===== config.mk =====
export PLATFORM = sky130hd
export DESIGN_NAME = uart_fifo_ctl
export DESIGN_NICKNAME = d
export VERILOG_FILES = /design/src/rtl/uart_fifo_pkg.sv /design/src/rtl/fcr_decode.sv /design/src/rtl/byte_fifo.sv /design/src/rtl/uart_fifo_ctl.sv
export SDC_FILE = /design/constraint.sdc
export NUM_CORES = 1
export LEC_CHECK = 0
export CORE_MARGIN = 8
export CORE_UTILIZATION = 60
export CTS_BUF_LIST = sky130_fd_sc_hd__clkbuf_8
export DETAILED_ROUTE_END_ITERATION = 10
export DONT_BUFFER_PORTS = 1
export PLACE_DENSITY = 0.87
export SLEW_MARGIN = 20
export SYNTH_ARGS = -nofsm -noshare
export SYNTH_HDL_FRONTEND = slang
export SYNTH_SLANG_ARGS = --single-unit

===== constraint.sdc =====
create_clock -name clk -period 2.35 [get_ports clk]
set_input_delay 0.1175 -clock clk [delete_from_list [all_inputs] [get_ports clk]]
set_output_delay 0.1175 -clock clk [all_outputs]
set_load 0.03 [all_outputs]

===== src/rtl/uart_fifo_pkg.sv =====
package uart_fifo_pkg;
  localparam int unsigned BYTE_W   = 8;
  localparam int unsigned FCR_OFFS = 2;

  typedef enum logic [1:0] {
    TRIG_1  = 2'b00,
    TRIG_4  = 2'b01,
    TRIG_8  = 2'b10,
    TRIG_14 = 2'b11
  } trig_sel_e;

  function automatic logic [4:0] trig_bytes(trig_sel_e sel);
    case (sel)
      TRIG_1:  trig_bytes = 5'd1;
      TRIG_4:  trig_bytes = 5'd4;
      TRIG_8:  trig_bytes = 5'd8;
      default: trig_bytes = 5'd14;
    endcase
  endfunction
endpackage


===== src/rtl/fcr_decode.sv =====
module fcr_decode
  import uart_fifo_pkg::*;
#(
  parameter int unsigned AW   = 3,
  parameter int unsigned OFFS = FCR_OFFS
) (
  input  logic          clk,
  input  logic          rst_n,
  input  logic          we,
  input  logic [AW-1:0] addr,
  input  logic [7:0]    wdata,
  output logic          fifo_en,
  output trig_sel_e     trig_sel,
  output logic          tx_flush,
  output logic          rx_flush
);
  logic hit;
  assign hit = we && (addr == AW'(OFFS));

  // Flush strobes exist only during the write cycle itself.
  always_comb begin
    tx_flush = 1'b0;
    rx_flush = 1'b0;
    if (hit) begin
      if (wdata[0]) begin
        rx_flush = wdata[1];
        tx_flush = wdata[2];
      end else begin
        rx_flush = 1'b1;
        tx_flush = 1'b1;
      end
    end
  end

  always_ff @(posedge clk or negedge rst_n) begin
    if (!rst_n) begin
      fifo_en  <= 1'b0;
      trig_sel <= TRIG_1;
    end else if (hit) begin
      fifo_en <= wdata[0];
      if (wdata[0]) trig_sel <= trig_sel_e'(wdata[7:6]);
    end
  end
endmodule


===== src/rtl/byte_fifo.sv =====
module byte_fifo #(
  parameter int unsigned DW    = 8,
  parameter int unsigned DEPTH = 16,
  localparam int unsigned PW   = (DEPTH > 1) ? $clog2(DEPTH) : 1,
  localparam int unsigned CW   = $clog2(DEPTH + 1)
) (
  input  logic          clk,
  input  logic          rst_n,
  input  logic          flush,
  input  logic          single,
  input  logic          in_valid,
  output logic          in_ready,
  input  logic [DW-1:0] in_data,
  output logic          out_valid,
  input  logic          out_ready,
  output logic [DW-1:0] out_data,
  output logic [CW-1:0] count
);
  logic [DW-1:0] mem [DEPTH];
  logic [PW-1:0] wp, rp;
  logic [DW-1:0] last;
  logic [CW-1:0] cap;
  logic          do_push, do_pop;

  assign cap       = single ? CW'(1) : CW'(DEPTH);
  assign in_ready  = (count < cap);
  assign out_valid = (count != '0);
  assign out_data  = out_valid ? mem[rp] : last;
  assign do_push   = in_valid && in_ready && !flush;
  assign do_pop    = out_ready && out_valid && !flush;

  function automatic logic [PW-1:0] bump(logic [PW-1:0] p);
    bump = (p == PW'(DEPTH - 1)) ? '0 : p + 1'b1;
  endfunction

  always_ff @(posedge clk) begin
    if (do_push) mem[wp] <= in_data;
  end

  always_ff @(posedge clk or negedge rst_n) begin
    if (!rst_n) begin
      wp    <= '0;
      rp    <= '0;
      count <= '0;
      last  <= '0;
    end else if (flush) begin
      wp    <= '0;
      rp    <= '0;
      count <= '0;
    end else begin
      if (do_push) wp <= bump(wp);
      if (do_pop) begin
        rp   <= bump(rp);
        last <= mem[rp];
      end
      case ({do_push, do_pop})
        2'b10:   count <= count + 1'b1;
        2'b01:   count <= count - 1'b1;
        default: count <= count;
      endcase
    end
  end
endmodule


===== src/rtl/uart_fifo_ctl.sv =====
module uart_fifo_ctl
  import uart_fifo_pkg::*;
#(
  parameter int unsigned DEPTH = 16,
  parameter int unsigned AW    = 3,
  localparam int unsigned CW   = $clog2(DEPTH + 1)
) (
  input  logic          clk,
  input  logic          rst_n,
  input  logic          ctl_we,
  input  logic [AW-1:0] ctl_addr,
  input  logic [7:0]    ctl_wdata,
  input  logic          tx_in_valid,
  output logic          tx_in_ready,
  input  logic [7:0]    tx_in_data,
  output logic          tx_out_valid,
  input  logic          tx_out_ready,
  output logic [7:0]    tx_out_data,
  input  logic          rx_in_valid,
  input  logic [7:0]    rx_in_data,
  output logic          rx_out_valid,
  input  logic          rx_out_ready,
  output logic [7:0]    rx_out_data,
  output logic [CW-1:0] tx_count,
  output logic [CW-1:0] rx_count,
  output logic          rx_trig,
  output logic          rx_overrun
);
  logic      fifo_en, tx_flush, rx_flush, rx_space;
  trig_sel_e trig_sel;

  fcr_decode #(.AW(AW), .OFFS(FCR_OFFS)) u_fcr (
    .clk(clk), .rst_n(rst_n), .we(ctl_we), .addr(ctl_addr), .wdata(ctl_wdata),
    .fifo_en(fifo_en), .trig_sel(trig_sel), .tx_flush(tx_flush), .rx_flush(rx_flush)
  );

  byte_fifo #(.DW(BYTE_W), .DEPTH(DEPTH)) u_txq (
    .clk(clk), .rst_n(rst_n), .flush(tx_flush), .single(!fifo_en),
    .in_valid(tx_in_valid), .in_ready(tx_in_ready), .in_data(tx_in_data),
    .out_valid(tx_out_valid), .out_ready(tx_out_ready), .out_data(tx_out_data),
    .count(tx_count)
  );

  byte_fifo #(.DW(BYTE_W), .DEPTH(DEPTH)) u_rxq (
    .clk(clk), .rst_n(rst_n), .flush(rx_flush), .single(!fifo_en),
    .in_valid(rx_in_valid), .in_ready(rx_space), .in_data(rx_in_data),
    .out_valid(rx_out_valid), .out_ready(rx_out_ready), .out_data(rx_out_data),
    .count(rx_count)
  );

  assign rx_trig = ({{(CW > 5 ? CW - 5 : 0){1'b0}}, trig_bytes(trig_sel)} <= rx_count);

  always_ff @(posedge clk or negedge rst_n) begin
    if (!rst_n)                         rx_overrun <= 1'b0;
    else if (rx_flush)                  rx_overrun <= 1'b0;
    else if (rx_in_valid && !rx_space)  rx_overrun <= 1'b1;
  end
endmodule


# Word-level counts from Yosys, hierarchy flattened
# Memory sizes are Yosys's and may differ from the RTL's.
# Index checks and enable logic that the tools add are counted.
# word_totals
mem_count,2
elab_cells,93
ram_bits,256
reg_bits,46
out_inout_bits,31
in_bits,34
# memory_table
name,depth,width,read_ports,rd_ports_with_merged_regs,write_ports,line_no,source
u_rxq.mem,16,8,1,0,1,byte_fifo.sv:19,logic [DW-1:0] mem [DEPTH];
u_txq.mem,16,8,1,0,1,byte_fifo.sv:19,
# classes
mux,30
n_reduce_logical,26
n_eq_ne,11
magnitude_cmp,3
addsub,8
n_bitwise,2
# op_table
operator,count
2-to-1 mux 4 bit,12
one-hot mux 5 bit (2 select lines),2
"adder 4 x 1 -> 4 bit, second input constant",4
"== test 4 bit, second input constant",4
2-to-1 mux 8 bit,2
2-to-1 mux 5 bit,3
one-hot mux 4 bit (3 select lines),1
"adder 5 x 1 -> 5 bit, second input constant",2
logical AND 1 bit,10
less-than comparator 5 bit,2
2-to-1 mux 1 bit,10
nonzero test 2 bit,5
nonzero test 5 bit,2
"subtractor 5 x 1 -> 5 bit, second input constant",2
"== test 2 x 1 -> 1 bit, second input constant",3
"== test 2 bit, second input constant",3
AND reduction 2 bit,3
nonzero test 3 bit,2
<= comparator 5 bit,1
"== test 3 x 2 -> 1 bit, second input constant",1
zero test 1 bit,3
zero test 2 bit,1
NOT 1 bit,2

# Depth between registers and ports, before layout
# logic_depth
depth_word,8
ltp_mapped,13
mapped_depth_nobuf,12

# Modules after synthesis
# Synthesis repeated with hierarchy kept, for this count alone.
# unflattened
hier_cells,859
area_unflattened_um2,13001.2
# by_module_without_submodules
module,area_each_um2,cells_each,instances,seq_area_each_um2
byte_fifo at u_rxq,6339.8,412,1,4369.2
byte_fifo at u_txq,6327.3,412,1,4369.2
fcr_decode,170.2,14,1,75.1
uart_fifo_ctl,163.9,21,1,25.0

# Worst setup path before layout
# No wires, ideal clock.
# synth_timing
kind,register -> register
start,register u_txq.count[4]
end,register u_txq.count[4]
path_stages_with_launch,11
setup_ps,140
n_path_buf,0
setup_slack_ps,-397
period_less_slack_ps,2747
required_ps,2210
arrival_ps,2607
cell_sequence,dfrtp_1 -> ha_1 -> nor3b_1 -> a21o_1 -> or3_1 -> fa_1 -> nor2b_1 -> o21ai_0 -> a211oi_1 -> o21ai_0 -> nor3b_1
# synth_via
elab_chain_len,6
word_cells_on_any_way,13
classes_between,add/sub: 2; order compare: 1; eq/ne: 2; mux: 2; reduce/logical: 6
# synth_rtl
element,line_no,source
"start, declared",byte_fifo.sv:17,output logic [CW-1:0] count
"start signal, assigned",byte_fifo.sv:57,2'b10: count <= count + 1'b1;
"start signal, assigned",byte_fifo.sv:58,2'b01: count <= count - 1'b1;
"start signal, assigned",byte_fifo.sv:59,default: count <= count;
less-than comparator 5 bit / nonzero test 5 bit (equally long branches),"byte_fifo.sv:26, byte_fifo.sv:27",
logical AND 1 bit (on tied branches) (2 in a row),"byte_fifo.sv:29, byte_fifo.sv:30",
== test 2 x 1 -> 1 bit / == test 2 bit (equally long branches),byte_fifo.sv:56,"case ({do_push, do_pop})"
one-hot mux 5 bit (2 select lines),byte_fifo.sv:56,
2-to-1 mux 5 bit,byte_fifo.sv:46,end else if (flush) begin
# Parallel ways exist; a longest one is shown, timed or not.
# A chain may end at the register's enable or synchronous reset.

# Worst setup path in the final report
# layout_timing
start,register u_txq.rp[1]
end,output tx_out_data[4]
# layout_via
elab_chain_len,2
# layout_rtl
element,line_no,source
"start, declared",byte_fifo.sv:20,"logic [PW-1:0] wp, rp;"
"start signal, assigned",byte_fifo.sv:53,rp <= bump(rp);
memory read (16 x 8 bit),-,
2-to-1 mux 8 bit,byte_fifo.sv:28,assign out_data = out_valid ? mem[rp] : last;
"end, declared",uart_fifo_ctl.sv:18,"output logic [7:0] tx_out_data,"
# Every way passes these cells.

==> metrics.csv <==
stage,metric,value,unit
detailed_routing,final wirelength,34.3,mm
floorplan,Core Area,0.0211,mm²
cells_and_area,layout overhead on the synthesized area,23.0,%
floorplan,die height,163,µm
detailed_routing,sum of routed wire segments on met1,11.7,mm
logic_synthesis,ranking of synthesized cells by area,"edfxtp_1, dfrtp_1, mux4_2, mux4_1, mux2_2",
floorplan,die area,0.0265,mm²
logic_synthesis,combinational family with the most area after synthesis,multiplexers,
power_and_ir_drop,switching power total,7.47,mW
power_and_ir_drop,Pleak,5.63,nW
logic_synthesis,Post-Synth Simple-Gate Area,0.0580,
detailed_routing,Met3 Routed Length,2.54,mm
clock_network,root buffer cell,clkbuf_8,
logic_synthesis,most frequently used cell type in the post-synthesis netlist,edfxtp_1,
detailed_routing,highest metal used,met4,
global_routing,total global routing track utilization,0.237,
worst_setup_path,Crit Path Category,flip-flop to output pin,
logic_synthesis,xor and xnor area share after synthesis,0.00747,
logic_synthesis,biggest area consumer among synthesized cells,edfxtp_1,
logic_synthesis,area fraction in compound gates after synthesis,0.0429,
global_routing,antenna violations before repair,0,
logic_synthesis,part of the Yosys area used for sequential elements,0.685,
detailed_routing,DRC,0,
global_routing,maximum number of pins on one net before global-route repair,47,
worst_setup_path,crit path capture type,output pin,
detailed_routing,wire length on met2,18.2,mm
global_routing,overflow left after global routing,0,
placed_design,IO Port Bufs,0,
sta,minimum setup slack in the final design,-0.489,ns
logic_synthesis,prevailing post-synth register cell,edfxtp_1,
cells_and_area,number of nets in the layout,939,
clock_network,number of CTS-inserted buffers,47,
logic_synthesis,adder-cell share of the synthesized area,0.0209,
detailed_routing,Vias per Instance,6.64,
clock_network,TritonCTS clock tree,done,
power_and_ir_drop,switching share of power,0.374,
cells_and_area,filler cell count,1054,
detailed_routing,DRT antenna net count,0,
worst_setup_path,reg2reg path depth,11,
logic_synthesis,Synth top area share,0.596,
run,number of max-capacitance violations reported,0,
detailed_routing,via count of the routed design,7936,
clock_network,Clock Sinks,302,
sta,post-route worst hold slack,0.0326,ns
logic_synthesis,post-synthesis net count,781,
sta,setup repair after global routing missed its margin,yes,
hold_path,Worst Hold Class,primary input to flip-flop,
sta,minimum clock period after layout,2.84,ns
logic_synthesis,number of library cell types mapped by synthesis,52,
detailed_routing,Routed WL per cell,28.6,µm
run_status,failing checks,negative setup slack,
logic_synthesis,synthesized netlist cell count,726,
sta,actual transition at the worst max-transition pin,1.05,ns
floorplan,number of standard-cell rows in the floorplan,53,
logic_synthesis,ys async rst share,0.152,
worst_setup_path,CP Data Arrival Time,2.72,ns
worst_setup_path,CP Capture Point,tx_out_data[4],
clock_network,clk_lat worst skew,0.57,ns
worst_setup_path,required arrival time at the worst endpoint,2.23,ns
clock_network,maximum level of the CTS H-tree,2,
sta,final-report setup violation count,21,
cells_and_area,diode count,0,
sta,Final Skew,0.0145,ns
sta,Max-Slew Margin vs Limit,0.298,
clock_network,clock slew at the register clock pins of the worst setup and hold paths,0.06,ns
power_and_ir_drop,total internal power,12.5,mW
global_routing,via count of the first global-routing pass,8051,
clock_network,Clock Tree Buf Depth,3,
floorplan,Initial Utilization,0.612,
worst_setup_path,crit path launch type,flip-flop,
sta,final worst-path cycle share,1.21,
power_and_ir_drop,Final Total Pwr,20.0,mW
logic_synthesis,average cell area after synthesis,17.8,µm²
logic_synthesis,cell area after synthesis,0.0129,mm²
worst_setup_path,largest fanout on the critical path,8,
floorplan,overall die width,163,µm
power_and_ir_drop,clock network fraction of total power,0.200,
power_and_ir_drop,pwr dens,1260,mW/mm²
placed_design,routability congestion estimate from global placement,0.813,
run_status,result of the run,"finished, violations left",
logic_synthesis,"EDFF count, synth",256,
power_and_ir_drop,part of the total power dissipated in combinational logic,0.444,
power_and_ir_drop,maximum resistive drop on vdd,0.000701,V
power_and_ir_drop,share of total power in sequential cells,0.356,
sta,Fmax,0.352,GHz
floorplan,Boundary Pins,65,
detailed_routing,drt first pass iters,5,
worst_setup_path,startpoint of the most critical setup path,u_txq.rp[1],
logic_synthesis,synthesis-stage register bit count,302,
global_routing,first-pass GRT wire length,47.7,mm
worst_setup_path,startpoint of the worst-slack reg-to-reg timing path,u_fcr.fifo_en,
logic_synthesis,most used standard cells in the synthesized netlist,"edfxtp_1, dfrtp_1, mux4_2",
placed_design,half-perimeter wire length of the detailed placement result,18.7,mm
sta,count of final hold-check violations,0,
logic_synthesis,Synthesis Warnings,0,
worst_setup_path,Worst R2R Setup Slack,-0.33,ns
worst_setup_path,worst reg2reg endpoint,u_txq.count[4],
detailed_routing,drt initial violations,917,
sta,final count of pins violating max slew,0,
cells_and_area,share of layout cells above drive strength 1,0.414,
logic_synthesis,proportion of synthesized area in mux cells,0.162,
-- layout by cell type, fill, tap and decap left out, drive strengths merged, types with 3 or more instances in the layout --
cell         Yosys  layout
a211oi          19      19
a21o             5       5
a21oi           36      36
a311oi           4       4
and2            18      18
buf             27     117
clkbuf          10      48
clkinv           0      21
dfrtp           46      46
dlygate4sd3      0      28
edfxtp         256     256
ha              20      20
inv             16      32
mux2            34      34
mux2i           20      20
mux4            64      64
nand2           23      23
nand2b           5       5
nand3            4       4
nor2            34      34
nor2b           19      19
nor3             8       8
nor3b            8       8
nor4             3       3
o21a             3       3
o21ai           12      12
or4              4       4
xnor2            7       7
xor2             4       4
-- metrics by stage --
stage | area [µm²] | utilization | instances | setup WS (ns) | TNS (ns)
2_1_floorplan | 13000 | - | 726 | -0.274 | -0.711
3_3_place_gp | 13900 | 0.657 | 1047 | -0.154 | -2.74
3_5_place_dp | 13900 | 0.657 | 1047 | -0.249 | -4.65
4_1_cts | 15600 | 0.741 | 1182 | -0.348 | -5.74
5_1_grt | 15900 | 0.752 | 1196 | -0.560 | -9.40
6_report | 15900 | 0.752 | 1196 | -0.489 | -6.62
-- flip-flops by register name (all words and copies together) (netlist names) --
signal and flops:
u_txq.wp 4, u_txq.mem 128, u_rxq.mem 128, u_rxq.count 5, rx_overrun 1, u_txq.rp 4, u_txq.last 8, u_txq.count 5
u_fcr.trig_sel 2, u_fcr.fifo_en 1, u_rxq.wp 4, u_rxq.last 8, u_rxq.rp 4
-- cells by family after synthesis --
| family | Yosys count |
|---|---|
| adders and majority gates | 21 |
| buffers and inverters | 53 |
| and+or+nand+nor | 138 |
| xor gates and xnor gates | 11 |
| DFF | 302 |
| AOI/OAI and AO/OA | 83 |
| muxes | 118 |
-- cell type report --
class                      count  area, µm²  share of cell area
tap                          275        344              0.0217
timing repair buffer         146       1470              0.0927
clock inverter                39        176              0.0111
clock buffer                  47        647              0.0408
multi-input combinational    371       4310               0.272
sequential                   302       8850               0.558
inverter                      16       67.6             0.00426
-- layer usage --
| metal | global-route usage | up-vias |
|---|---|---|
| li1 | - | 3209 |
| met1 | 0.276 | 4070 |
| met2 | 0.427 | 520 |
| met3 | 0.0399 | 137 |
| met4 | 0.106 | 0 |
| met5 | 0 | - |
-- worst min path at each step --
stage,from,end,slack (ns),depth (start not counted)
after floorplan,rst_n,rx_overrun,-0.18,0
after global placement,rst_n,u_rxq.last[4],-0.18,0
after detailed placement,rst_n,u_rxq.last[1],-0.18,0
after CTS,ctl_wdata[2],u_txq.count[2],0.008,4
after global routing,tx_out_ready,u_txq.rp[1],0.04,5
final,ctl_wdata[2],u_txq.count[2],0.03,4
-- timing repair --
item                                   in CTS  in global routing
setup buffers                              18                 18
setup endpoints to repair                 167                283
hold buffers                               29                  0
gates cloned                                2                  1
pin swaps                                  36                 24
resized for setup                         108                 52
endpoints found under the hold margin     320                  0
-- critical path, cell delays in order (launching register included) --
cell and delay [ns]:
dfrtp_2 0.44, buf_6 0.20, mux4_2 0.62, nor2b_4 0.17
a211oi_2 0.26, a21oi_2 0.10, mux2_4 0.38
-- power by group through the flow --
stage	sequential [mW]	combinational, mW	clock [mW]
floorplan	6.99	4.75	0
finish	7.11	8.87	4.00
CTS	7.03	8.04	3.95
global placement	7.01	6.18	0
detailed placement	7.09	6.52	0
global route	7.15	9.29	4.24
No activity file was read; power rests on OpenSTA's default activity.
